[src/rtl/uab_pkg.sv]
`timescale 1ns/1ps
package uab_pkg;
    typedef enum logic [2:0] {
        RX_IDLE,
        RX_START,
        RX_DATA,
        RX_STOP,
        AB_WAIT,
        AB_MEAS,
        AB_SKIP
    } rx_state_e;

    typedef enum logic {
        TX_IDLE,
        TX_SHIFT
    } tx_state_e;
endpackage

[src/rtl/uab_rx.sv]
`timescale 1ns/1ps
module uab_rx
    import uab_pkg::*;
#(
    parameter int DIV_W   = 18,
    parameter int MIN_DIV = 8,
    parameter int RST_DIV = 100
) (
    input  logic             clk,
    input  logic             rst_n,
    input  logic             rxd,
    input  logic             div_load,
    input  logic [DIV_W-1:0] div_value,
    input  logic             abaud_start,
    output logic [DIV_W-1:0] baud_div,
    output logic             locked,
    output logic             push,
    output logic [7:0]       push_data,
    output logic             frame_err
);
    localparam logic [DIV_W-1:0] MIN_V   = DIV_W'(MIN_DIV);
    localparam logic [DIV_W-1:0] RST_V   = DIV_W'(RST_DIV);
    localparam logic [DIV_W-1:0] MAX_CNT = '1;

    typedef struct packed {
        rx_state_e        st;
        logic             s1;
        logic             s2;
        logic             prev;
        logic [DIV_W-1:0] cnt;
        logic [3:0]       bits;
        logic [7:0]       sh;
        logic [DIV_W-1:0] div;
        logic             locked;
        logic             push;
        logic             ferr;
    } rx_reg_t;

    rx_reg_t q, d;

    logic             fall_edge;
    logic [DIV_W-1:0] cnt_inc;
    logic [DIV_W-1:0] half_div;

    function automatic logic [DIV_W-1:0] floor_div(input logic [DIV_W-1:0] v);
        return (v < MIN_V) ? MIN_V : v;
    endfunction

    assign fall_edge = q.prev & ~q.s2;
    assign cnt_inc   = (q.cnt == MAX_CNT) ? MAX_CNT : q.cnt + 1'b1;
    assign half_div  = q.div >> 1;

    always_comb begin
        d      = q;
        d.s1   = rxd;
        d.s2   = q.s1;
        d.prev = q.s2;
        d.push = 1'b0;
        d.ferr = 1'b0;
        case (q.st)
            RX_IDLE: begin
                if (fall_edge) begin
                    d.st  = RX_START;
                    d.cnt = 1;
                end
            end
            RX_START: begin
                if (q.cnt >= half_div) begin
                    if (!q.s2) begin
                        d.st   = RX_DATA;
                        d.cnt  = 1;
                        d.bits = '0;
                    end else begin
                        d.st = RX_IDLE;
                    end
                end else begin
                    d.cnt = cnt_inc;
                end
            end
            RX_DATA: begin
                if (q.cnt >= q.div) begin
                    d.sh  = {q.s2, q.sh[7:1]};
                    d.cnt = 1;
                    if (q.bits == 4'd7) d.st = RX_STOP;
                    else                d.bits = q.bits + 4'd1;
                end else begin
                    d.cnt = cnt_inc;
                end
            end
            RX_STOP: begin
                if (q.cnt >= q.div) begin
                    d.st = RX_IDLE;
                    if (q.s2) d.push = 1'b1;
                    else      d.ferr = 1'b1;
                end else begin
                    d.cnt = cnt_inc;
                end
            end
            AB_WAIT: begin
                if (fall_edge) begin
                    d.st  = AB_MEAS;
                    d.cnt = 1;
                end
            end
            AB_MEAS: begin
                if (q.s2) begin
                    d.div    = floor_div(q.cnt);
                    d.locked = 1'b1;
                    d.st     = AB_SKIP;
                    d.cnt    = 1;
                    d.bits   = '0;
                end else begin
                    d.cnt = cnt_inc;
                end
            end
            AB_SKIP: begin
                if (q.bits == 4'd8) begin
                    if (q.cnt >= half_div) d.st = RX_IDLE;
                    else                   d.cnt = cnt_inc;
                end else if (q.cnt >= q.div) begin
                    d.cnt  = 1;
                    d.bits = q.bits + 4'd1;
                end else begin
                    d.cnt = cnt_inc;
                end
            end
            default: d.st = RX_IDLE;
        endcase
        if (abaud_start) begin
            d.st     = AB_WAIT;
            d.locked = 1'b0;
        end else if (div_load) begin
            d.div    = floor_div(div_value);
            d.locked = 1'b0;
        end
    end

    always_ff @(posedge clk or negedge rst_n) begin
        if (!rst_n) begin
            q.st     <= RX_IDLE;
            q.s1     <= 1'b1;
            q.s2     <= 1'b1;
            q.prev   <= 1'b1;
            q.cnt    <= '0;
            q.bits   <= '0;
            q.sh     <= '0;
            q.div    <= RST_V;
            q.locked <= 1'b0;
            q.push   <= 1'b0;
            q.ferr   <= 1'b0;
        end else begin
            q <= d;
        end
    end

    assign baud_div  = q.div;
    assign locked    = q.locked;
    assign push      = q.push;
    assign push_data = q.sh;
    assign frame_err = q.ferr;

    AST_DIV_FLOOR: assert property (@(posedge clk) disable iff (!rst_n)
        baud_div >= MIN_V);
    AST_START_DROPS_LOCK: assert property (@(posedge clk) disable iff (!rst_n)
        abaud_start |=> !locked);
    AST_LOCK_FROM_MEASURE: assert property (@(posedge clk) disable iff (!rst_n)
        $rose(q.locked) |-> $past(q.st) == AB_MEAS);
    AST_STORE_NEEDS_STOP: assert property (@(posedge clk) disable iff (!rst_n)
        q.push |-> $past(q.s2));
endmodule

[src/rtl/uab_tx.sv]
`timescale 1ns/1ps
module uab_tx
    import uab_pkg::*;
#(
    parameter int DIV_W = 18
) (
    input  logic             clk,
    input  logic             rst_n,
    input  logic [DIV_W-1:0] baud_div,
    input  logic             tx_valid,
    input  logic [7:0]       tx_data,
    output logic             tx_ready,
    output logic             txd
);
    localparam int FRAME_BITS = 10;

    typedef struct packed {
        tx_state_e           st;
        logic [FRAME_BITS-1:0] sh;
        logic [DIV_W-1:0]    cnt;
        logic [3:0]          bits;
    } tx_reg_t;

    tx_reg_t q, d;

    always_comb begin
        d = q;
        case (q.st)
            TX_IDLE: begin
                if (tx_valid) begin
                    d.st   = TX_SHIFT;
                    d.sh   = {1'b1, tx_data, 1'b0};
                    d.cnt  = 1;
                    d.bits = '0;
                end
            end
            TX_SHIFT: begin
                if (q.cnt >= baud_div) begin
                    d.cnt = 1;
                    d.sh  = {1'b1, q.sh[FRAME_BITS-1:1]};
                    if (q.bits == 4'(FRAME_BITS-1)) d.st = TX_IDLE;
                    else                            d.bits = q.bits + 4'd1;
                end else begin
                    d.cnt = q.cnt + 1'b1;
                end
            end
            default: d.st = TX_IDLE;
        endcase
    end

    always_ff @(posedge clk or negedge rst_n) begin
        if (!rst_n) begin
            q.st   <= TX_IDLE;
            q.sh   <= '1;
            q.cnt  <= '0;
            q.bits <= '0;
        end else begin
            q <= d;
        end
    end

    assign txd      = q.sh[0];
    assign tx_ready = (q.st == TX_IDLE);

    AST_TX_IDLE_MARK: assert property (@(posedge clk) disable iff (!rst_n)
        (q.st == TX_IDLE) |-> txd);
    AST_TX_OPENS_LOW: assert property (@(posedge clk) disable iff (!rst_n)
        (q.st == TX_SHIFT && $past(q.st) == TX_IDLE) |-> !txd);
endmodule

[src/rtl/uab_fifo.sv]
`timescale 1ns/1ps
module uab_fifo #(
    parameter int DEPTH = 16,
    localparam int AW   = $clog2(DEPTH),
    localparam int CW   = AW + 1
) (
    input  logic          clk,
    input  logic          rst_n,
    input  logic          buf_en,
    input  logic          push,
    input  logic [7:0]    push_data,
    input  logic          pop,
    input  logic          ovf_clr,
    output logic [7:0]    rd_data,
    output logic [CW-1:0] count,
    output logic          overflow
);
    localparam logic [CW-1:0] DEPTH_V = CW'(DEPTH);
    localparam logic [AW-1:0] LAST_P  = AW'(DEPTH - 1);

    typedef struct packed {
        logic [AW-1:0] wr;
        logic [AW-1:0] rd;
        logic [CW-1:0] cnt;
        logic          ovf;
    } fifo_reg_t;

    fifo_reg_t  q, d;
    logic [7:0] mem [DEPTH];
    logic       full, do_push, do_pop;

    assign full    = buf_en ? (q.cnt >= DEPTH_V) : (q.cnt != '0);
    assign do_push = push & ~full;
    assign do_pop  = pop & (q.cnt != '0);

    always_comb begin
        d = q;
        if (do_push) d.wr = (q.wr == LAST_P) ? '0 : q.wr + 1'b1;
        if (do_pop)  d.rd = (q.rd == LAST_P) ? '0 : q.rd + 1'b1;
        case ({do_push, do_pop})
            2'b10:   d.cnt = q.cnt + 1'b1;
            2'b01:   d.cnt = q.cnt - 1'b1;
            default: d.cnt = q.cnt;
        endcase
        if (ovf_clr)     d.ovf = 1'b0;
        if (push & full) d.ovf = 1'b1;
    end

    always_ff @(posedge clk or negedge rst_n) begin
        if (!rst_n) begin
            q <= '0;
        end else begin
            q <= d;
        end
    end

    always_ff @(posedge clk) begin
        if (do_push) mem[q.wr] <= push_data;
    end

    assign rd_data  = mem[q.rd];
    assign count    = q.cnt;
    assign overflow = q.ovf;

    AST_NO_OVERFLOW: assert property (@(posedge clk) disable iff (!rst_n)
        count <= DEPTH_V);
    AST_DROP_KEEPS_COUNT: assert property (@(posedge clk) disable iff (!rst_n)
        (push && full && !pop) |=> $stable(count));
    AST_OVF_STICKY: assert property (@(posedge clk) disable iff (!rst_n)
        (overflow && !ovf_clr) |=> overflow);
    AST_SINGLE_SLOT: assert property (@(posedge clk) disable iff (!rst_n)
        (!buf_en && count <= CW'(1)) |=> count <= CW'(1));
endmodule

[src/rtl/uab_top.sv]
`timescale 1ns/1ps
module uab_top #(
    parameter int DIV_W      = 18,
    parameter int MIN_DIV    = 8,
    parameter int RST_DIV    = 100,
    parameter int FIFO_DEPTH = 16,
    localparam int CNT_W     = $clog2(FIFO_DEPTH) + 1
) (
    input  logic             clk,
    input  logic             rst_n,
    input  logic             rxd,
    output logic             txd,
    input  logic             tx_valid,
    input  logic [7:0]       tx_data,
    output logic             tx_ready,
    output logic             rx_valid,
    output logic [7:0]       rx_data,
    input  logic             rx_pop,
    output logic [CNT_W-1:0] rx_count,
    output logic             rx_overflow,
    input  logic             ovf_clr,
    input  logic             buf_en,
    output logic             frame_err,
    input  logic             div_load,
    input  logic [DIV_W-1:0] div_value,
    output logic [DIV_W-1:0] baud_div,
    input  logic             abaud_start,
    output logic             abaud_locked
);
    logic       rx_push;
    logic [7:0] rx_byte;

    uab_rx #(
        .DIV_W  (DIV_W),
        .MIN_DIV(MIN_DIV),
        .RST_DIV(RST_DIV)
    ) u_rx (
        .clk        (clk),
        .rst_n      (rst_n),
        .rxd        (rxd),
        .div_load   (div_load),
        .div_value  (div_value),
        .abaud_start(abaud_start),
        .baud_div   (baud_div),
        .locked     (abaud_locked),
        .push       (rx_push),
        .push_data  (rx_byte),
        .frame_err  (frame_err)
    );

    uab_tx #(.DIV_W(DIV_W)) u_tx (
        .clk     (clk),
        .rst_n   (rst_n),
        .baud_div(baud_div),
        .tx_valid(tx_valid),
        .tx_data (tx_data),
        .tx_ready(tx_ready),
        .txd     (txd)
    );

    uab_fifo #(.DEPTH(FIFO_DEPTH)) u_fifo (
        .clk      (clk),
        .rst_n    (rst_n),
        .buf_en   (buf_en),
        .push     (rx_push),
        .push_data(rx_byte),
        .pop      (rx_pop),
        .ovf_clr  (ovf_clr),
        .rd_data  (rx_data),
        .count    (rx_count),
        .overflow (rx_overflow)
    );

    assign rx_valid = (rx_count != '0);
endmodule

[config.mk]
export PLATFORM = sky130hd
export DESIGN_NAME = uab_top
export DESIGN_NICKNAME = d
export VERILOG_FILES = /design/src/rtl/uab_pkg.sv /design/src/rtl/uab_rx.sv /design/src/rtl/uab_tx.sv /design/src/rtl/uab_fifo.sv /design/src/rtl/uab_top.sv
export SDC_FILE = /design/constraint.sdc
export NUM_CORES = 1
export LEC_CHECK = 0
export BUFFER_PORTS_ARGS = -buffer_cell sky130_fd_sc_hd__buf_2
export CAP_MARGIN = 20
export CORE_MARGIN = 4
export CORE_UTILIZATION = 40
export DETAILED_ROUTE_END_ITERATION = 10
export PLACE_DENSITY_LB_ADDON = 0.08
export SYNTH_ARGS = -nofsm -noshare
export SYNTH_HDL_FRONTEND = slang
export SYNTH_HIERARCHICAL = 1
export SYNTH_SLANG_ARGS = --single-unit
[constraint.sdc]
create_clock -name clk -period 2.7 [get_ports clk]
set_clock_uncertainty 0.2 [all_clocks]
set_input_delay 0.27 -clock clk [delete_from_list [all_inputs] [get_ports clk]]
set_output_delay 0.27 -clock clk [all_outputs]
set_load 0.01 [all_outputs]
==> Word-level counts from Yosys, hierarchy flattened <==
Memory sizes are Yosys's and may differ from the RTL's.
Index checks and enable logic that the tools add are counted.
{ "op_classes": {"add_sub_neg": 8, "bitwise_logic": 7, "order_cmp": 6, "n_eq_ne": 37, "muxes": 55, "reduce_logical": 16} }
{ "op_table": {"columns": ["cell", "count"], "rows": [
  ["18-bit 2-to-1 mux", 12],
  ["18-bit case mux with 6 select lines", 1],
  ["33-bit case mux with 2 select lines", 1],
  ["19-bit 2-to-1 mux", 3],
  ["18-bit by 1-bit adder with 18-bit output, second input constant", 2],
  ["18-bit >= comparator", 2],
  ["18-bit by 4-bit less-than comparator with 1-bit output, second input constant", 2],
  ["4-bit 2-to-1 mux", 9],
  ["33-bit 2-to-1 mux", 1],
  ["3-bit 2-to-1 mux", 10],
  ["3-bit by 2-bit != test with 1-bit output, second input constant", 9],
  ["22-bit 2-to-1 mux", 1],
  ["3-bit case mux with 7 select lines", 1],
  ["18-bit == test, second input constant", 1],
  ["18-bit by 17-bit >= comparator with 1-bit output", 1],
  ["4-bit by 1-bit adder with 4-bit output, second input constant", 4],
  ["4-bit == test, second input constant", 4],
  ["4-bit case mux with 4 select lines", 1],
  ["2-bit != test, second input constant", 7],
  ["12-bit 2-to-1 mux", 1],
  ["11-bit 2-to-1 mux", 1],
  ["2-bit by 1-bit != test with 1-bit output, second input constant", 5],
  ["5-bit case mux with 2 select lines", 1],
  ["3-bit == test, second input constant", 3],
  ["25 further kinds", 46]
]} }
{ "word_totals": {"inputBits": 35, "memories": 1, "elab_cells": 149, "mem_bits_rw": 128, "regBits": 104} }
{ "memory_table": {"columns": ["name", "words", "width", "rd", "rd_clocked_by_memory_dff", "wr", "line", "source"], "rows": [
  ["u_fifo.mem", 16, 8, 1, 0, 1, "uab_fifo.sv:29", "logic [7:0] mem [DEPTH];"]
]} }

==> Depth between registers and ports, before layout <==
{ "logic_depth": {"depth_word": 6, "ltp_mapped": 13, "depth_no_buf": 10} }

==> Modules after synthesis <==
Netlist, hierarchy kept.
{ "modules_own_cells": {"columns": ["module", "cells_per_inst", "area_per_inst_um2", "n_inst"], "rows": [
  ["uab_fifo", 348, 5939.4, 1],
  ["uab_rx", 478, 4386.7, 1],
  ["uab_tx", 255, 2287.2, 1],
  ["uab_top", 3, 12.5, 1]
]} }

==> Least setup slack after synthesis <==
No wires, ideal clock.
{ "synth_timing": {"path_type": "reg2reg", "from": "register u_rx.q (netlist bit u_rx/baud_div[5])", "to": "register u_rx.q (netlist bit u_rx/push_data[1])", "synth_period_minus_slack_ns": 2.723, "stages_incl_launch_ff": 11, "setup_ns": 0.125, "arrival_time_ns": 2.398, "slack_ns": -0.023, "cell_sequence": "dfstp_2 > inv_1 > ha_1 > nand4_1 > nor4_2 > a2111oi_2 > a21oi_4 > or2_1 > buf_6 > nand3b_4 > mux2_2"} }
{ "synth_between": {"elab_chain_cells": 2} }
{ "synth_rtl": {"columns": ["element", "line", "source"], "rows": [
  ["start: declaration", "uab_rx.sv:39", "rx_reg_t q, d;"],
  ["18-bit >= comparator", "uab_rx.sv:81", "if (q.cnt >= q.div) begin"],
  ["2-bit AND reduction (no source line)", null, null]
]} }
No other way between the ends.
A chain may end at the register's enable or synchronous reset.

==> Final worst setup path <==
{ "layout_timing": {"from": "register u_rx.q (netlist bit u_rx/baud_div[2])", "to": "register u_rx/q[36] in the netlist's numbering"} }
{ "layout_between": {"elab_chain_cells": 4} }
{ "layout_rtl": {"columns": ["element", "line", "source"], "rows": [
  ["18-bit >= comparator", "uab_rx.sv:81, uab_rx.sv:91, uab_rx.sv:120", null],
  ["18-bit 2-to-1 mux", "uab_rx.sv:81, uab_rx.sv:120", null],
  ["18-bit 2-to-1 mux", "uab_rx.sv:117", "if (q.bits == 4'd8) begin"],
  ["18-bit case mux with 6 select lines", "uab_rx.sv:60", "case (q.st)"]
]} }
Parallel ways exist; a longest one is shown, timed or not.

==> results.md <==
* Status: complete, but fails checks
* Failing checks: negative setup slack
* Synthesized instance count at roughly 1100
* CP required at around 3000 ps
* Clock Sinks at 232
* Via-per-instance ratio at around 5.5
* Leak at between 6 and 7 nW
* N_diodes at 0
* Routed WL at 33200 µm
* Fillcell total at between 2000 and 3000
* Seq. cell area at 6470 µm²
* Mapped cell area at approximately 13000 µm²
* Largest net degree at the start of global routing at 52
* Worst-Margin Slew at roughly 690 ps
* Drt drc at 0
* Pins Over Slew Limit at 0
* Setup crit start kind: flip-flop
* Yosys Warn Count at 6
* Max Cap Violations at 0
* Top FF cell, synth: edfxtp_1
* Async set-or-reset flop fraction in the synthesized netlist at approximately 45%
* GRT Total Usage at approximately a fifth
* Share of layout cells above drive strength 1 at between 30% and 40%
* Initial antenna violation count at 0
* CP max stage cell: dfstp_2
* DIE HEIGHT at approximately 190 µm
* Clk pin slew, worst setup/hold paths at roughly 60 ps
* Number of global-route vias before repair at ~9400
* Post-layout util at 51.9%
* Initial DRC Count at between 500 and 600
* Root Buffer Master: clkbuf_16
* CP arrival at approximately 3000 ps
* RSZ-0062 raised after global routing: true
* Initial DRT Pass Iterations at 5
* Final ANT Viol Nets at 0
* FF-to-FF setup slack at -30 ps
* CP Capture Type: flip-flop
* HP Class: input pin to flip-flop
* Final hold violation count at 0
* Max transition margin at a little over half
* Most common cell after layout, fill and taps aside: buf_4
* First-pass GRT wire length at roughly 52000 µm
* Initial Util at 41.0%
* Worst stage delay on the critical path at between 500 and 600 ps
* Vias at between 9000 and 10000
* Post-synth EDFFs at 128
* Most frequent cells in the layout: buf_4, edfxtp_1, nand2_1
* Multi-input gate area at 5840 µm²
* Post-Route Setup TNS at -158 ps
* Post-Syn Nets at 1187
* Clk_lat worst skew at about 550 ps
* Peak Freq at between 0.3 and 0.4 GHz
* Register bit total from synthesis at ~230
* Yosys cell types at 86
* CTS tree: yes
* H-tree depth at 1
* Nets at between 1000 and 1500
* Crit path cell chain: inv_2 > ha_4 > nand4_1 > nor4_4 > a2111oi_4 > a21oi_4 > o311ai_4 > buf_6 > o211ai_1 > a22oi_1
* Power per cell area at 767 nW/µm²
* Fin crit share at 101%
* Max Fanout on Critical Path at 19
* Max VDD drop at between 0.5 and 0.6 mV
* DP HPWL at roughly 22000 µm
* Sequential share of the synthesized area at 51.2%
* TritonCTS Buffers at 27
* Overflow after GRT at 0
* Clock Path Buffers at 3
* Worst setup slack after layout at -34.0 ps
* # IOs at 72
* Routed wire per std cell at slightly below 20 µm
* PortBufs at slightly above 70
* Final Power at approximately 12 mW
* RePlAce Congestion at about 0.84
* Die width at 186 µm
* Worst Setup Path Type: flip-flop to flip-flop
* P&R area growth vs syn at 26.8%
* Core ar. at approximately 30000 µm²
* Crit path time final at about 2700 ps
* Average size of a mapped cell at between 10 and 15 µm²
* Total die area at around 34000 µm²
* # rows at 64
* Setup violations, final at 9
## worst max-delay path: cells and delay by family, from the launching register on
kind	cells	cell delay (ps)
compound gates	5	1160
fa+ha+maj	1	220
buf+inv	2	290
flops	1	530
simple gates	2	230
## power breakdown
part	leakage [nW]	internal [mW]	switching, mW	total, mW
logic	3.70	1.91	2.05	3.97
registers	2.49	4.06	0.328	4.38
clock network	0.458	2.42	1.50	3.92
## final cells by class
class,instances,share of cell area [%]
inverters,59,1.40
flip-flops and latches,232,40.5
well taps,396,3.10
clock inverters,16,1.52
multi-input cells,710,36.5
repair buffers,256,12.7
clock buffers,34,4.39
## registers in the layout, indices dropped and copies added (netlist names)
name,cells
u_fifo/count,5
u_tx/txd,1
u_rx/baud_div,18
u_rx/q,26
u_rx/d,2
u_tx/q,32
u_fifo/q,8
u_fifo/mem,128
u_rx/locked,1
u_rx/push,1
u_fifo/overflow,1
u_rx/push_data,8
u_rx/frame_err,1
## final timing paths
| kind | from | end | cells past startpoint |
|---|---|---|---|
| setup / recovery | u_rx/baud_div[2] | u_rx/q[36] | 10 |
| hold / removal | tx_valid | u_tx/q[24] | 3 |
| setup reg to reg | u_rx/baud_div[2] | u_rx/q[36] | 10 |
| hold reg to reg | u_rx/d[52] | u_rx/d[51] | 0 |
| max in group asynchronous | rst_n | u_tx/q[24] | 3 |
| min in group asynchronous | rst_n | u_rx/q[34] | 2 |
## through the flow
stage	std cells	worst slack (ps)	cell area [µm²]	hold WS [ps]
global placement	1599	-119	14000	109
CTS	1691	-65.2	15700	10.3
floorplan	1084	28.1	12600	-226
finish	1703	-34.0	16000	43.4
detailed placement	1599	-112	14000	107
global route	1703	-149	16000	53.1
## what timing repair did
action	4_1_cts	5_1_grt
hold buffers	34	0
setup endpoints to repair	47	66
pin swaps	16	41
buffers inserted	5	11
resized for setup	53	45
endpoints found under the hold margin	97	0
cloned	3	3
## Yosys cell counts (all sizes together), types with 16 or more instances
cell,number,share of area [%]
dfstp,16,3.3
a221oi,16,1.1
inv,59,1.8
nor2,43,1.3
a31oi,27,1.3
mux4,16,2.9
clkbuf,16,0.48
ha,68,6.7
a21oi,50,2.5
o21ai,48,1.9
nor2b,16,0.79
nand4,20,1.1
edfxtp,128,30
nand3,39,1.6
nand2,97,2.9
mux2i,53,4.2
dfrtp,88,17
buf,68,4.0
nor3,17,0.80
## layer usage
metal,GRT usage [%],wire length [µm],up-vias
li1,-,-,4472
met1,26.2,15100,4581
met2,32.0,15800,194
met3,2.85,1410,59
met4,4.61,908,0
met5,0,0,-
## logic make-up after synthesis
kind of cell,count (synthesis),synth area share (%)
flops,232,51.2
compound gates,243,13.9
fa+ha+maj,68,6.74
buf+inv,143,6.25
xor+xnor,10,0.694
simple gates,308,13.1
mux,80,8.04
Note: power is estimated with default switching activity, not from simulation.
